===== src/rtl/sar_seq_pkg.sv =====
// Shared types for the conversion sequencer.
// Assumes nothing beyond IEEE 1800-2017 packages.
package sar_seq_pkg;

    // Channel/mode controller states.
    typedef enum logic [1:0] {
        SQ_IDLE  = 2'd0,
        SQ_ARMED = 2'd1,
        SQ_RUN   = 2'd2,
        SQ_HALT  = 2'd3
    } seq_state_e;

    // Bit-trial engine states.
    typedef enum logic [1:0] {
        EN_IDLE   = 2'd0,
        EN_SAMPLE = 2'd1,
        EN_SETTLE = 2'd2,
        EN_CMP    = 2'd3
    } eng_state_e;

    localparam logic [1:0] TRIG_SW  = 2'b00;
    localparam logic [1:0] TRIG_EXT = 2'b01;

endpackage


===== src/rtl/sar_bit_engine.sv =====
// Bit-trial engine: samples for SAMPLE_CYC cycles, then resolves NBITS
// bits MSB first, two cycles per bit (DAC settle, comparator read).
// Assumes: start is a one-cycle pulse accepted only when idle; abort
// has priority over everything and returns the engine to idle.
module sar_bit_engine
    import sar_seq_pkg::*;
#(
    parameter int NBITS      = 10,
    parameter int SAMPLE_CYC = 4
) (
    input  logic             clk,
    input  logic             rst_n,
    input  logic             abort,
    input  logic             start,
    input  logic             cmp_hi,
    output logic             sh_sample,
    output logic [NBITS-1:0] dac_code,
    output logic             done,
    output logic [NBITS-1:0] code
);

    localparam int CNT_W = $clog2(SAMPLE_CYC + 1);
    localparam int BIT_W = (NBITS > 1) ? $clog2(NBITS) : 1;

    eng_state_e       state;
    logic [CNT_W-1:0] cnt;
    logic [BIT_W-1:0] bit_idx;
    logic [NBITS-1:0] work;
    logic [NBITS-1:0] mask;
    logic [NBITS-1:0] work_next;

    // Trial mask and the working value after this cycle's comparison.
    always_comb begin
        mask      = {{(NBITS-1){1'b0}}, 1'b1} << bit_idx;
        work_next = cmp_hi ? (work | mask) : work;
    end

    // Outputs to the analog front end.
    always_comb begin
        sh_sample = (state == EN_SAMPLE);
        dac_code  = ((state == EN_SETTLE) || (state == EN_CMP)) ? (work | mask) : '0;
    end

    // Sampling and bit-trial sequence.
    always_ff @(posedge clk) begin
        if (!rst_n) begin
            state   <= EN_IDLE;
            cnt     <= '0;
            bit_idx <= '0;
            work    <= '0;
            done    <= 1'b0;
            code    <= '0;
        end else if (abort) begin
            state   <= EN_IDLE;
            cnt     <= '0;
            bit_idx <= '0;
            work    <= '0;
            done    <= 1'b0;
        end else begin
            done <= 1'b0;
            case (state)
                EN_IDLE: begin
                    if (start) begin
                        state   <= EN_SAMPLE;
                        cnt     <= '0;
                        work    <= '0;
                        bit_idx <= '0;
                    end
                end
                EN_SAMPLE: begin
                    if (cnt == CNT_W'(SAMPLE_CYC - 1)) begin
                        state   <= EN_SETTLE;
                        bit_idx <= BIT_W'(NBITS - 1);
                    end else begin
                        cnt <= cnt + 1'b1;
                    end
                end
                EN_SETTLE: begin
                    state <= EN_CMP;
                end
                EN_CMP: begin
                    work <= work_next;
                    if (bit_idx == '0) begin
                        state <= EN_IDLE;
                        done  <= 1'b1;
                        code  <= work_next;
                    end else begin
                        bit_idx <= bit_idx - 1'b1;
                        state   <= EN_SETTLE;
                    end
                end
                default: state <= EN_IDLE;
            endcase
        end
    end

endmodule


===== src/rtl/sar_ch_sequencer.sv =====
// Channel and mode controller: handles triggering, select/scan order,
// one-shot/continuous repetition and interrupt timing.
// Assumes: the engine reports done one cycle after its last trial, and
// configuration is latched when a run or pass starts.
module sar_ch_sequencer
    import sar_seq_pkg::*;
#(
    parameter int NCH   = 4,
    parameter int CFG_W = 4,
    parameter int CH_W  = (NCH > 1) ? $clog2(NCH) : 1
) (
    input  logic            clk,
    input  logic            rst_n,
    input  logic            enable,
    input  logic [1:0]      trig_sel,
    input  logic            ext_trig,
    input  logic            tmr_trig,
    input  logic [1:0]      op_mode,
    input  logic [CFG_W-1:0] last_cfg,
    input  logic            eng_done,
    output logic            launch,
    output logic [CH_W-1:0] ch,
    output logic            irq,
    output logic            wr_en
);

    seq_state_e      state;
    logic            scan_q;
    logic            cont_q;
    logic [CH_W-1:0] last_q;
    logic [CH_W-1:0] last_eff;
    logic            hw_mode;
    logic            trig_hit;

    // Clamp the channel setting to the implemented channels.
    always_comb begin
        if (int'(last_cfg) >= NCH) last_eff = CH_W'(NCH - 1);
        else                       last_eff = CH_W'(last_cfg);
    end

    // Trigger source decode.
    always_comb begin
        hw_mode  = (trig_sel != TRIG_SW);
        trig_hit = (trig_sel == TRIG_EXT) ? ext_trig : (trig_sel[1] & tmr_trig);
    end

    // Result write strobe: only for a conversion that was not aborted.
    assign wr_en = eng_done && enable && (state == SQ_RUN);

    // Run control and channel stepping.
    always_ff @(posedge clk) begin
        if (!rst_n) begin
            state  <= SQ_IDLE;
            scan_q <= 1'b0;
            cont_q <= 1'b0;
            last_q <= '0;
            ch     <= '0;
            launch <= 1'b0;
            irq    <= 1'b0;
        end else begin
            launch <= 1'b0;
            irq    <= 1'b0;
            case (state)
                SQ_IDLE: begin
                    if (enable) begin
                        scan_q <= op_mode[0];
                        cont_q <= op_mode[1];
                        last_q <= last_eff;
                        ch     <= op_mode[0] ? '0 : last_eff;
                        if (hw_mode) begin
                            state <= SQ_ARMED;
                        end else begin
                            state  <= SQ_RUN;
                            launch <= 1'b1;
                        end
                    end
                end
                SQ_ARMED: begin
                    if (!enable) begin
                        state <= SQ_IDLE;
                    end else if (trig_hit) begin
                        scan_q <= op_mode[0];
                        cont_q <= op_mode[1];
                        last_q <= last_eff;
                        ch     <= op_mode[0] ? '0 : last_eff;
                        state  <= SQ_RUN;
                        launch <= 1'b1;
                    end
                end
                SQ_RUN: begin
                    if (!enable) begin
                        state <= SQ_IDLE;
                    end else if (eng_done) begin
                        if (!scan_q) begin
                            irq <= 1'b1;
                            if (cont_q) launch <= 1'b1;
                            else        state  <= hw_mode ? SQ_ARMED : SQ_HALT;
                        end else if (ch == last_q) begin
                            irq <= 1'b1;
                            if (cont_q) begin
                                ch     <= '0;
                                launch <= 1'b1;
                            end else begin
                                state <= hw_mode ? SQ_ARMED : SQ_HALT;
                            end
                        end else begin
                            ch     <= ch + 1'b1;
                            launch <= 1'b1;
                        end
                    end
                end
                SQ_HALT: begin
                    if (!enable) state <= SQ_IDLE;
                end
                default: state <= SQ_IDLE;
            endcase
        end
    end

endmodule


===== src/rtl/sar_result_bank.sv =====
// Per-channel result registers, written by a one-cycle strobe.
// Assumes: wr_ch is below NCH whenever wr_en is high.
module sar_result_bank #(
    parameter int NBITS = 10,
    parameter int NCH   = 4,
    parameter int CH_W  = (NCH > 1) ? $clog2(NCH) : 1
) (
    input  logic                 clk,
    input  logic                 rst_n,
    input  logic                 wr_en,
    input  logic [CH_W-1:0]      wr_ch,
    input  logic [NBITS-1:0]     wr_code,
    output logic [NCH*NBITS-1:0] results
);

    for (genvar g = 0; g < NCH; g++) begin : g_slot
        logic [NBITS-1:0] slot_q;

        // Capture the finished code for this channel only.
        always_ff @(posedge clk) begin
            if (!rst_n)                                 slot_q <= '0;
            else if (wr_en && (wr_ch == CH_W'(g)))      slot_q <= wr_code;
        end

        assign results[g*NBITS +: NBITS] = slot_q;
    end

endmodule


===== src/rtl/sar_conv_seq.sv =====
// Top of the conversion sequencer: joins the channel controller, the
// bit-trial engine and the result bank. Clearing enable aborts at once.
// Assumes: the comparator output reflects dac_code in the same cycle.
module sar_conv_seq
    import sar_seq_pkg::*;
#(
    parameter int NBITS      = 10,
    parameter int NCH        = 4,
    parameter int SAMPLE_CYC = 4,
    parameter int CFG_W      = 4,
    parameter int CH_W       = (NCH > 1) ? $clog2(NCH) : 1
) (
    input  logic                 clk,
    input  logic                 rst_n,
    input  logic                 enable,
    input  logic [1:0]           trig_sel,
    input  logic                 ext_trig,
    input  logic                 tmr_trig,
    input  logic [1:0]           op_mode,
    input  logic [CFG_W-1:0]     last_cfg,
    input  logic                 cmp_hi,
    output logic                 sh_sample,
    output logic [NBITS-1:0]     dac_code,
    output logic [CH_W-1:0]      ch_sel,
    output logic [NCH*NBITS-1:0] results,
    output logic                 eoc_irq
);

    logic             launch;
    logic             eng_done;
    logic [NBITS-1:0] eng_code;
    logic             wr_en;

    sar_ch_sequencer #(.NCH(NCH), .CFG_W(CFG_W), .CH_W(CH_W)) i_seq (
        .clk      (clk),
        .rst_n    (rst_n),
        .enable   (enable),
        .trig_sel (trig_sel),
        .ext_trig (ext_trig),
        .tmr_trig (tmr_trig),
        .op_mode  (op_mode),
        .last_cfg (last_cfg),
        .eng_done (eng_done),
        .launch   (launch),
        .ch       (ch_sel),
        .irq      (eoc_irq),
        .wr_en    (wr_en)
    );

    sar_bit_engine #(.NBITS(NBITS), .SAMPLE_CYC(SAMPLE_CYC)) i_eng (
        .clk       (clk),
        .rst_n     (rst_n),
        .abort     (!enable),
        .start     (launch),
        .cmp_hi    (cmp_hi),
        .sh_sample (sh_sample),
        .dac_code  (dac_code),
        .done      (eng_done),
        .code      (eng_code)
    );

    sar_result_bank #(.NBITS(NBITS), .NCH(NCH), .CH_W(CH_W)) i_bank (
        .clk     (clk),
        .rst_n   (rst_n),
        .wr_en   (wr_en),
        .wr_ch   (ch_sel),
        .wr_code (eng_code),
        .results (results)
    );

endmodule


===== config.mk =====
export PLATFORM = sky130hd
export DESIGN_NAME = sar_conv_seq
export DESIGN_NICKNAME = d
export VERILOG_FILES = /design/src/rtl/sar_seq_pkg.sv /design/src/rtl/sar_bit_engine.sv /design/src/rtl/sar_ch_sequencer.sv /design/src/rtl/sar_result_bank.sv /design/src/rtl/sar_conv_seq.sv
export SDC_FILE = /design/constraint.sdc
export NUM_CORES = 1
export LEC_CHECK = 0
export ABC_CLOCK_PERIOD_IN_PS = 2300
export BUFFER_PORTS_ARGS = -buffer_cell sky130_fd_sc_hd__buf_4
export CAP_MARGIN = 20
export CELL_PAD_IN_SITES_DETAIL_PLACEMENT = 0
export CELL_PAD_IN_SITES_GLOBAL_PLACEMENT = 1
export CORE_MARGIN = 2
export CORE_UTILIZATION = 40
export DETAILED_ROUTE_END_ITERATION = 10
export PLACE_DENSITY_LB_ADDON = 0.2
export SKIP_CTS_REPAIR_TIMING = 1
export SLEW_MARGIN = 20
export SYNTH_ARGS = -nofsm -noshare
export SYNTH_HDL_FRONTEND = slang
export SYNTH_SLANG_ARGS = --single-unit

===== constraint.sdc =====
create_clock -name clk -period 2.3 [get_ports clk]
set_input_delay 0.115 -clock clk [delete_from_list [all_inputs] [get_ports clk]]
set_output_delay 0.115 -clock clk [all_outputs]
set_load 0.01 [all_outputs]

Yosys cells after proc, flatten, opt, wreduce, memory -nomap -nowiden
Cells that the tools add are included.

storage, ports and cells
  register bits after elaboration = 80
  output and inout port bits = 54
  word-level logic and storage cells = 143

cells by class
  $add $sub $neg = 3
  order comparisons = 1
  equal/unequal tests = 27
  shift-type cells = 1
  multiplexer cells = 64
  bitwise operators = 2
  reduce and logical (&&, ||, !) cells = 28

operator list
  kind                                                   count
  two-way mux 2 bit                                      27
  two-way mux 10 bit                                     3
  case mux 10 bit (2 select lines)                       1
  two-way mux 1 bit                                      19
  case mux 2 bit (4 select lines)                        2
  inequality test 2 bit, second input constant           7
  equality test 2 bit, second input constant             6
  two-way mux 4 bit                                      3
  case mux 4 bit (3 select lines)                        1
  AND reduction 4 bit                                    3
  bitwise OR 10 bit                                      1
  left shift 1 x 4 -> 10 bit, first input constant       1
  inequality test 3 x 2 -> 1 bit, second input constant  3
  AND reduction 3 bit                                    3
  equality test 2 x 1 -> 1 bit, second input constant    4
  inequality test 2 x 1 -> 1 bit, second input constant  4
  AND reduction 8 bit                                    1
  nonzero test 2 bit                                     4
  logical AND 1 bit                                      6
  zero test 2 bit                                        3
  two-way mux 3 bit                                      2
  case mux 2 bit (3 select lines)                        1
  case mux 3 bit (2 select lines)                        1
  AND reduction 2 bit                                    3
  other kinds (15)                                       17

Logic depth before layout (Yosys ltp)
Gate-level depths: netlist of the first run.

  word-level depth = 8
  depth in mapped cells = 9
  gate-level depth less buffers = 6

Hierarchy
From an unflattened synthesis of the first run, not the netlist that was laid out.

second synthesis, totals
  cells, all modules = 407
  area total of the unflattened synthesis = 3709.8 um^2

by module, submodules not included
  module            instances  cells an instance  area each (um^2)  sequential area each (um^2)
  sar_bit_engine    1          178                1506.4            600.6
  sar_result_bank   1          144                1470.2            800.8
  sar_ch_sequencer  1          84                 729.4             200.2
  sar_conv_seq      1          1                  3.8               0.0

Least setup slack after synthesis of the first run
OpenSTA, ideal clock, no wires.

  path type = reg-to-reg
  start = reg i_seq.state[1]
  end = reg i_seq.state[1]
  setup time = 0.121 ns
  data arrival time = 1.519 ns
  required time = 2.179 ns
  slack = 0.660 ns
  cell stages (with the launch flop) = 7
  path buffers = 0
  period minus slack after synthesis = 1.640 ns
  cell sequence = dfxtp_1 > inv_1 > ha_1 > a21boi_1 > a211oi_1 > o221ai_2 > mux2_2

between the ends
  word-level cells in the longest chain between the ends = 6
  elaborated cells between the ends (all ways) = 16
  classes of those cells = 8 x eq/ne; 6 x mux; 2 x reduce/logical

ends and longest elaborated chain
  item                             line                     source
  from (decl)                      sar_ch_sequencer.sv:27   seq_state_e state;
  from (signal assigned)           sar_ch_sequencer.sv:97   else state <= hw_mode ? SQ_ARMED : SQ_HALT;
  from (signal assigned)           sar_ch_sequencer.sv:104  state <= hw_mode ? SQ_ARMED : SQ_HALT;
  two-way mux 2 bit (5 in series)  --
  case mux 2 bit (4 select lines)  sar_ch_sequencer.sv:63   case (state)

Parallel ways exist; a longest one is shown, timed or not. The select of a mux whose other input is x is not followed.
A chain may end at the register's enable or synchronous reset.

Final worst setup path of the first run
  start = reg i_eng.bit_idx[0]
  end = reg i_eng.code[7]

between the ends
  word-level cells in the longest chain between the ends = 3
  elaborated cells between the ends (all ways) = 5
  classes of those cells = 1 x shift; 1 x mux; 1 x bitwise; 2 x reduce/logical

ends and longest elaborated chain
  item                        line                  source
  from (decl)                 sar_bit_engine.sv:27  logic [BIT_W-1:0] bit_idx;
  from (signal assigned)      sar_bit_engine.sv:73  bit_idx <= BIT_W'(NBITS - 1);
  from (signal assigned)      sar_bit_engine.sv:88  bit_idx <= bit_idx - 1'b1;
  left shift 1 x 4 -> 10 bit  sar_bit_engine.sv:34  mask = {{(NBITS-1){1'b0}}, 1'b1} << bit_idx;
  bitwise OR 10 bit           sar_bit_engine.sv:35  work_next = cmp_hi ? (work | mask) : work;
  two-way mux 10 bit          sar_bit_engine.sv:35
  to (signal assigned)        sar_bit_engine.sv:86  code <= work_next;
  to (decl)                   sar_bit_engine.sv:19  output logic [NBITS-1:0] code

Parallel ways exist; a longest one is shown, timed or not.

==> run summary, run 1 <==
The routed design has 8874 um of wire. Total power of the final layout: 0.002949 W. The tools report the critical path launch point type as a register. Counting along the longest clock path gives a buffer depth of 2.

The number of clock buffers added by TritonCTS is 9. Type of the worst min-delay path: in -> reg. Part of the total power dissipated in combinational logic: 0.114.

Summing every instance area after synthesis gives 0.003587 mm^2. In this run the static leakage power is 1.712 nW. In the final design database the tool counted 533 nets.

The initial antenna violation count was 0; the die extent in y was 98.70 um. The detail route stage leaves a number of antenna-violating nets equal to 0. The xor/xnor share of the synthesized area was 0.004883. The kind of critical path is reg -> reg.

The die area came out at 0.009742 mm^2. The cell count after synthesis came out at 442. By area, the combinational part of the netlist is dominated by simple AND/OR/NAND/NOR gates. Total met2 wirelength after detailed routing: 3971 um.

STA classifies the critical path endpoint as a register. The tools report the top-level I/O count as 68. The fraction of the mapped netlist area in simple logic gates was 0.2319. The sequential share of the synthesized area is 0.4465. The post-synthesis mux area share is 0.01988, and the detailed-placement wirelength estimate is 6357 um. Counting instances, the worst hold path has a depth of 3. The aggregate global routing overflow came out at 0. The run gives 0.4727 GHz as the maximum achievable frequency. Leaving out fill and tap cells, the most frequent cell in the layout is nand2_1.

Number of setup violations in the final report: 0. For this run, the detailed router's first-pass iteration total came to 4. Post-route clock period utilization: 0.9197. Summed over all nets, the switching power comes to 0.0007535 W. In this run the mean area of a mapped cell was 8.116 um^2.

The number of design rule violations left after detail routing is 0, and the post-synthesis register bit count is 80. The areal power density over the cells was 678.8 mW/mm^2. The routed length per instance is 14.45 um, and the arrival time of data at the critical path endpoint is 2.40 ns. Clock skew on the completed layout was measured at 0.007489 ns. The highest layer touched by signal routing is met4. IR analysis of the VDD net gives a maximum drop of 0.0002992 V. The number of nets in the synthesized netlist is 473.

The top cell types in the final layout, fill and taps aside, are nand2_1 (98), dfxtp_1 (80), buf_4 (70). The detail-routed via count per cell was 5.059; the CTS clock-pin slew for the worst setup and hold paths was 0.08 ns. Ratio of cells with drive above 1 in the final layout: 0.1917.

The tree is rooted in a clkbuf_8. The tools report the count of final hold-check violations as 0. Setup repair after global routing left no endpoint under its margin.

The share of the synthesized area in compound gates (AO/OA/AOI/OAI) is 0.1887, and the synthesized-area fraction occupied by adder cells is 0.05930. Wire segments on met3 add up to 327 um in the final route. Clock network power share: 0.393. For the worst flop-to-flop path, the logic depth is 7.

After detailed routing, the wire length on met1 is 4477 um. For the total track usage, the log shows 0.1832. Along the worst path, the maximum fanout reaches 14. The number of max-cap violations is 0, and the relative slew slack is 0.5831.

The wire length of the first global-routing pass was 14,320 um; the effective utilization at floorplan was 0.4113. TritonCTS built the clock tree. For the final-layout setup total negative slack, the log shows 0 ns.

Max-slew violation total from the final report: 0. The area growth from synthesis to layout is 21.10%. The number of global-route vias before repair was 2,858; the slew at the pin closest to its max-slew limit was 0.6238 ns. The sequential cell fraction of total power was 0.493; the quantity of I/O buffers inserted on ports was 67. For this run, the number of Yosys warnings is 0. The flow ran to the end, and the final reports show no timing, DRC or antenna violations. The internal power was 0.002195 W. For the worst setup path, the data required time is 2.59 ns.

After floorplanning, the core was divided into 34 placement rows. Routability-driven placement finished with a final weighted congestion of 0.8357. The total inserted antenna cells was 0.

For the H-tree depth, the log shows 3. The run gives 106 as the number of DRC markers in iteration 0. The time the worst path needs with I/O delays and setup was 2.115 ns; the die width was 98.70 um. For this design, the sink count on the clock tree is 80.

For the floorplan core area, the log shows 0.008721 mm^2. The via count of the routed design was 3,106. Counting distinct cell types in the post-synthesis netlist gives 42. Entering global routing, the biggest net connects 44 pins.

The net switching share of the total power works out to 0.2555. The clock latency on the worst-skew pair came out at 0.35 ns.
==> cell families (layout without fill, tap and decap cells) <==
family	after synthesis	in the layout
simple gates	187	187
compound gates	114	114
flops	80	80
buf+inv	35	99
fa+ha+maj	17	17
mux	7	7
xor+xnor	2	2
==> synthesized netlist by cell type (all sizes together) <==
cell / number / area (um^2)
and3: 4 / 25.02
a21o: 5 / 40.04
nand4: 1 / 6.260
a221oi: 2 / 17.52
a21boi: 1 / 7.510
a2bb2oi: 1 / 8.760
clkbuf: 8 / 30.03
buf: 13 / 92.59
and2b: 1 / 7.510
nor3b: 5 / 48.80
o21ai: 16 / 83.83
or3b: 1 / 8.760
xnor2: 2 / 17.52
ha: 17 / 212.7
o211ai: 1 / 7.510
inv: 14 / 52.55
and2: 6 / 37.54
a21oi: 68 / 340.3
o221ai: 1 / 15.01
dfxtp: 80 / 1602
nand2: 98 / 367.9
nand2b: 4 / 25.02
a21bo: 1 / 10.01
nor2b: 4 / 25.02
nor2: 45 / 168.9
a211oi: 6 / 60.06
mux2: 1 / 11.26
nand3: 6 / 30.03
nand3b: 1 / 20.02
nor3: 9 / 45.04
a22oi: 9 / 67.56
or3: 1 / 6.260
a31oi: 3 / 18.77
nor4bb: 1 / 10.01
mux2i: 6 / 60.06
==> final cells by class <==
cell class | instances | area, um^2
flip-flops and latches | 80 | 1602
well taps | 108 | 135.1
clock inverters | 5 | 81.33
inverters | 14 | 52.55
repair buffers | 70 | 525.5
fillers | 861 | 4377
clock buffers | 10 | 137.6
multi-input cells | 327 | 1810
==> power groups by stage <==
stage	Clock [W]	Sequential, W	Combinational [W]
finish	0.00116	0.00145	0.000337
global route	0.00125	0.00146	0.000375
CTS	0.00118	0.00145	0.000337
detailed placement	0	0.00149	0.000334
global placement	0	0.00149	0.000335
floorplan	0	0.00148	0.000247
==> stage by stage <==
step / instances / hold WS (ns) / instance area, um^2 / setup slack, ns / utilization
after floorplan: 442 / 0.2622 / 3587 / 0.6601 / -
after global placement: 599 / 0.3518 / 4125 / 0.3399 / 0.4730
after detailed placement: 599 / 0.3590 / 4125 / 0.2260 / 0.4730
after CTS: 614 / -0.008850 / 4344 / 0.1956 / 0.4981
after global routing: 614 / 0.02139 / 4344 / 0.0004863 / 0.4981
final: 614 / 0.0008902 / 4344 / 0.1847 / 0.4981
==> critical path: stages (launching register included) <==
cell     delay [ns]
dfxtp_1        0.35
inv_1          0.17
ha_1           0.29
nor3b_4        0.36
and3_1         0.54
buf_4          0.21
o21ai_1        0.05
nor2_1         0.08
==> sequential cells by signal, summed over array words and instances (netlist names) <==
| name | count |
|---|---|
| i_eng.cnt | 3 |
| i_seq.ch | 2 |
| i_eng.work | 10 |
| i_seq.scan_q | 1 |
| i_bank.g_slot.slot_q | 40 |
| i_eng.done | 1 |
| i_seq.launch | 1 |
| i_eng.state | 2 |
| i_seq.last_q | 2 |
| i_seq.state | 2 |
| i_eng.code | 10 |
| i_eng.bit_idx | 4 |
| i_seq.cont_q | 1 |
| i_seq.irq | 1 |
==> final timing paths <==
kind                              start                          to  slack [ns]
min                          op_mode[1]                i_seq.cont_q      0.0009
max reg2reg            i_eng.bit_idx[0]               i_eng.code[7]        0.18
max                    i_eng.bit_idx[0]               i_eng.code[7]        0.18
min reg2reg  i_bank.g_slot[0].slot_q[6]  i_bank.g_slot[0].slot_q[6]        0.46
==> routing by layer <==
metal	up-vias	global-route usage
li1	1611	-
met1	1424	0.2584
met2	60	0.2852
met3	11	0.03050
met4	0	0.06322
met5	-	0
(Power assumes the default switching activity.)
==> run 2, diff against run 1 <==
--- a/config.mk
+++ b/config.mk
@@ -5,13 +5,14 @@
 export SDC_FILE = /design/constraint.sdc
 export NUM_CORES = 1
 export LEC_CHECK = 0
+export ABC_AREA = 1
 export ABC_CLOCK_PERIOD_IN_PS = 2300
 export BUFFER_PORTS_ARGS = -buffer_cell sky130_fd_sc_hd__buf_4
 export CAP_MARGIN = 20
 export CELL_PAD_IN_SITES_DETAIL_PLACEMENT = 0
 export CELL_PAD_IN_SITES_GLOBAL_PLACEMENT = 1
 export CORE_MARGIN = 2
-export CORE_UTILIZATION = 40
+export CORE_UTILIZATION = 39
 export DETAILED_ROUTE_END_ITERATION = 10
 export PLACE_DENSITY_LB_ADDON = 0.2
 export SKIP_CTS_REPAIR_TIMING = 1
==> run 2 against run 1 <==
Effect of this change: non-clock buffer count fell by 2; clock power down 17%; combinational power increased by 99%; via count grew 3.2%; critical endpoint is now i_bank.g_slot[0].slot_q[9].
==> run summary, run 2 <==
The number of nets in the synthesized netlist is 512. The top-level I/O count came out at 68. The die extent in y works out to 99.15 um. The area added between synthesis and finish works out to 21.30%. The number of cells on the worst reg-to-reg path was 8. Summed over all cells, the static leakage comes to 1.838 nW.

Clock-pin slew was measured on the worst setup and hold paths at 0.09 ns. Counting instances in the post-synthesis netlist gives the leading cell types as nor2_1 (124), dfxtp_1 (80), o21ai_0 (60), nand2_1 (50), a21oi_1 (40). The largest total area in the synthesized netlist belongs to dfxtp_1. The initial antenna violation count was 0; the highest net fanout along the worst path was 11. The max-slew violation total from the final report is 0, and the H-tree depth is 3. Relative slew slack: 0.5884. i_bank.g_slot.slot_q holds more flip-flops than any other register. The clock drives 80 sinks. After technology mapping, the gate count stands at 481. The area of all placed cells without fillers came out at 0.004283 mm^2.

Detail-routed via count per cell: 4.880. The most numerous cell in the Yosys netlist was nor2_1. In this run the standard cell core region covers 0.008763 mm^2. The tools report the multi-input logic area as 0.001698 mm^2. After detailed routing, the average wire length per cell comes to 12.97 um. STA classifies the critical path startpoint as a register. The number of design rule violations left after detail routing is 0, and the final-stage net count is 575. In this run, CTS created clock tree buffers numbering 9. The die is 99.15 um wide. The synthesized cell area was 0.003531 mm^2; the average footprint of a synthesized cell was 7.341 um^2. In this run, synthesis produced a sequential element count of 80.

The effective utilization at floorplan was 0.4029; the areal power density over the cells was 740.7 mW/mm^2. For the final database, setup skew stands at 0.008306 ns. The total overflow left after global routing is 0. The tools report the arrival time of data at the critical path endpoint as 2.23 ns. Dominant synthesized flop cell: dfxtp_1. The die covers 0.009831 mm^2.

Setup repair after global routing left no endpoint under its margin. Timing analysis after detailed placement gives a worst setup slack of 0.3188 ns. The largest registers in the layout are i_bank.g_slot.slot_q (40), i_eng.code (10), i_eng.work (10).

The ratio of cells with drive above 1 in the final layout was 0.1676; the wire length of the first global-routing pass was 14,200 um. The slack of the worst reg-to-reg path was 0.33 ns; the number of synthesized flops with an enable pin was 0. Final design utilization: 0.4887. The proportion of synthesized flip-flops having asynchronous set or reset was 0. The logs give 0 for the count of final hold-check violations and 6279 um for the detailed-placement wirelength estimate.

The final layout contains routed wiring with a total length of 8521 um. The run gives 103 as the number of DRC markers in iteration 0. The share of the synthesized area in the top cell type came out at 0.4536.

The flow ran to the end, and the final reports show no timing, DRC or antenna violations. STA classifies the critical path endpoint as a register. For this block, the via count after detailed routing is 3,206.

Yosys printed 0 warnings. The run gives 0 as the number of setup violations in the final report. By area the synthesized netlist is led by dfxtp_1 (45%), nor2_1 (13%), o21ai_0 (8.5%). In the final layout, flip-flops and latches occupy 0.001602 mm^2. The type of the worst min-delay path is in -> reg. Summing internal, switching and leakage power gives 0.003172 W. Following the worst setup path forward leads to its endpoint at i_bank.g_slot[0].slot_q[9]. The maximum VDD drop was 0.0003907 V; the final-layout setup total negative slack was 0 ns. The later pin in the worst-skew pair is clocked with a latency of 0.35 ns. The post-route clock period utilization was 0.8577; the sequential share of the synthesized area was 0.4536. The endpoint identified for the worst register-to-register timing path is i_bank.g_slot[0].slot_q[9].

During placement, the flow inserted port buffers numbering 67. For the pin with the worst max-slew slack, the measured transition is 0.6159 ns. The time the worst path needs with I/O delays and setup is 1.973 ns. TritonCTS built the clock tree. Startpoint of the worst setup timing path: i_seq.state[0]. The register with the most flip-flops in the layout has 40 of them. The detail route stage leaves a number of antenna-violating nets equal to 0. For the count of filler cells inserted in the layout, the log shows 931. The most frequent standard cell in the layout excluding fill and tap cells was nor2_1. The setup path with the least slack is of type reg -> reg. In the layout the commonest cells are nor2_1 (124), dfxtp_1 (80), buf_4 (68). The row count is 34, and the number of max-cap violations is 0. The logs give 58 for the pin count of the biggest net entering global routing and 31 for the count of distinct cell types in the synthesized netlist.

The length of the first detailed-routing pass in iterations is 4. The tools report the number of global-route vias before repair as 3,060. Data on the critical path is required at its endpoint by 2.55 ns.

The run gives 0.5069 GHz as the maximum achievable frequency. Largest buffer count on any clock path: 2. The worst setup margin was 0.3273 ns; the total track usage was 0.1768.

The congestion estimate from routability-driven global placement came to 0.8464. For the total inserted antenna cells, the log shows 0. The tree is rooted in a clkbuf_8. Critical register-to-register path startpoint: i_seq.state[0].

The placed instances occupy a cell area of 0.004104 mm^2.
-- run 2: final cells by class --
cell class              instances  share of cell area
multi-input cells             343              0.3964
clock buffers                   9             0.02892
flip-flops and latches         80              0.3739
inverters                      42             0.03710
repair buffers                 68              0.1192
well taps                     108             0.03155
clock inverters                 7             0.01285
-- run 2: cell families after synthesis --
kind of cell | after synthesis | synth area share
simple gates | 212 | 0.2509
xor+xnor | 2 | 0.004962
compound gates | 112 | 0.1648
fa+ha+maj | 17 | 0.06024
buf+inv | 58 | 0.06556
flops | 80 | 0.4536
-- run 2: critical path, cell delays in order, from the launching register on --
cell and delay, ns:
dfxtp_1 0.43, inv_1 0.11, ha_1 0.29, nand2_1 0.13, nor2_1 0.10, nand2_1 0.27
clkinv_1 0.32, nor2_1 0.17, nor2_1 0.06
-- run 2: worst min-delay path by stage --
stage                          start            to  cells past startpoint
after floorplan           op_mode[0]  i_seq.scan_q                      2
after global placement    op_mode[1]  i_seq.cont_q                      3
after detailed placement  op_mode[1]  i_seq.cont_q                      3
after CTS                 op_mode[1]  i_seq.cont_q                      3
after global routing      op_mode[0]  i_seq.scan_q                      3
final                     op_mode[1]  i_seq.cont_q                      3
-- run 2: power breakdown --
part,internal (W),switching (W)
combinational,0.000251,0.000421
sequential,0.00146,0.0000783
clock,0.000403,0.000563
total,0.00211,0.00106
-- run 2: per-layer routing --
layer / track usage / routed length [um]
met5: 0 / 0
met3: 0.03443 / 398
met2: 0.2874 / 3865
met1: 0.2311 / 4093
met4: 0.07271 / 164
-- run 2: stage by stage --
stage	std cells	hold WS, ns
after floorplan	481	0.3083
after detailed placement	641	0.4197
after global routing	657	0.09907
final	657	0.04816
after CTS	657	0.04648
after global placement	641	0.3999
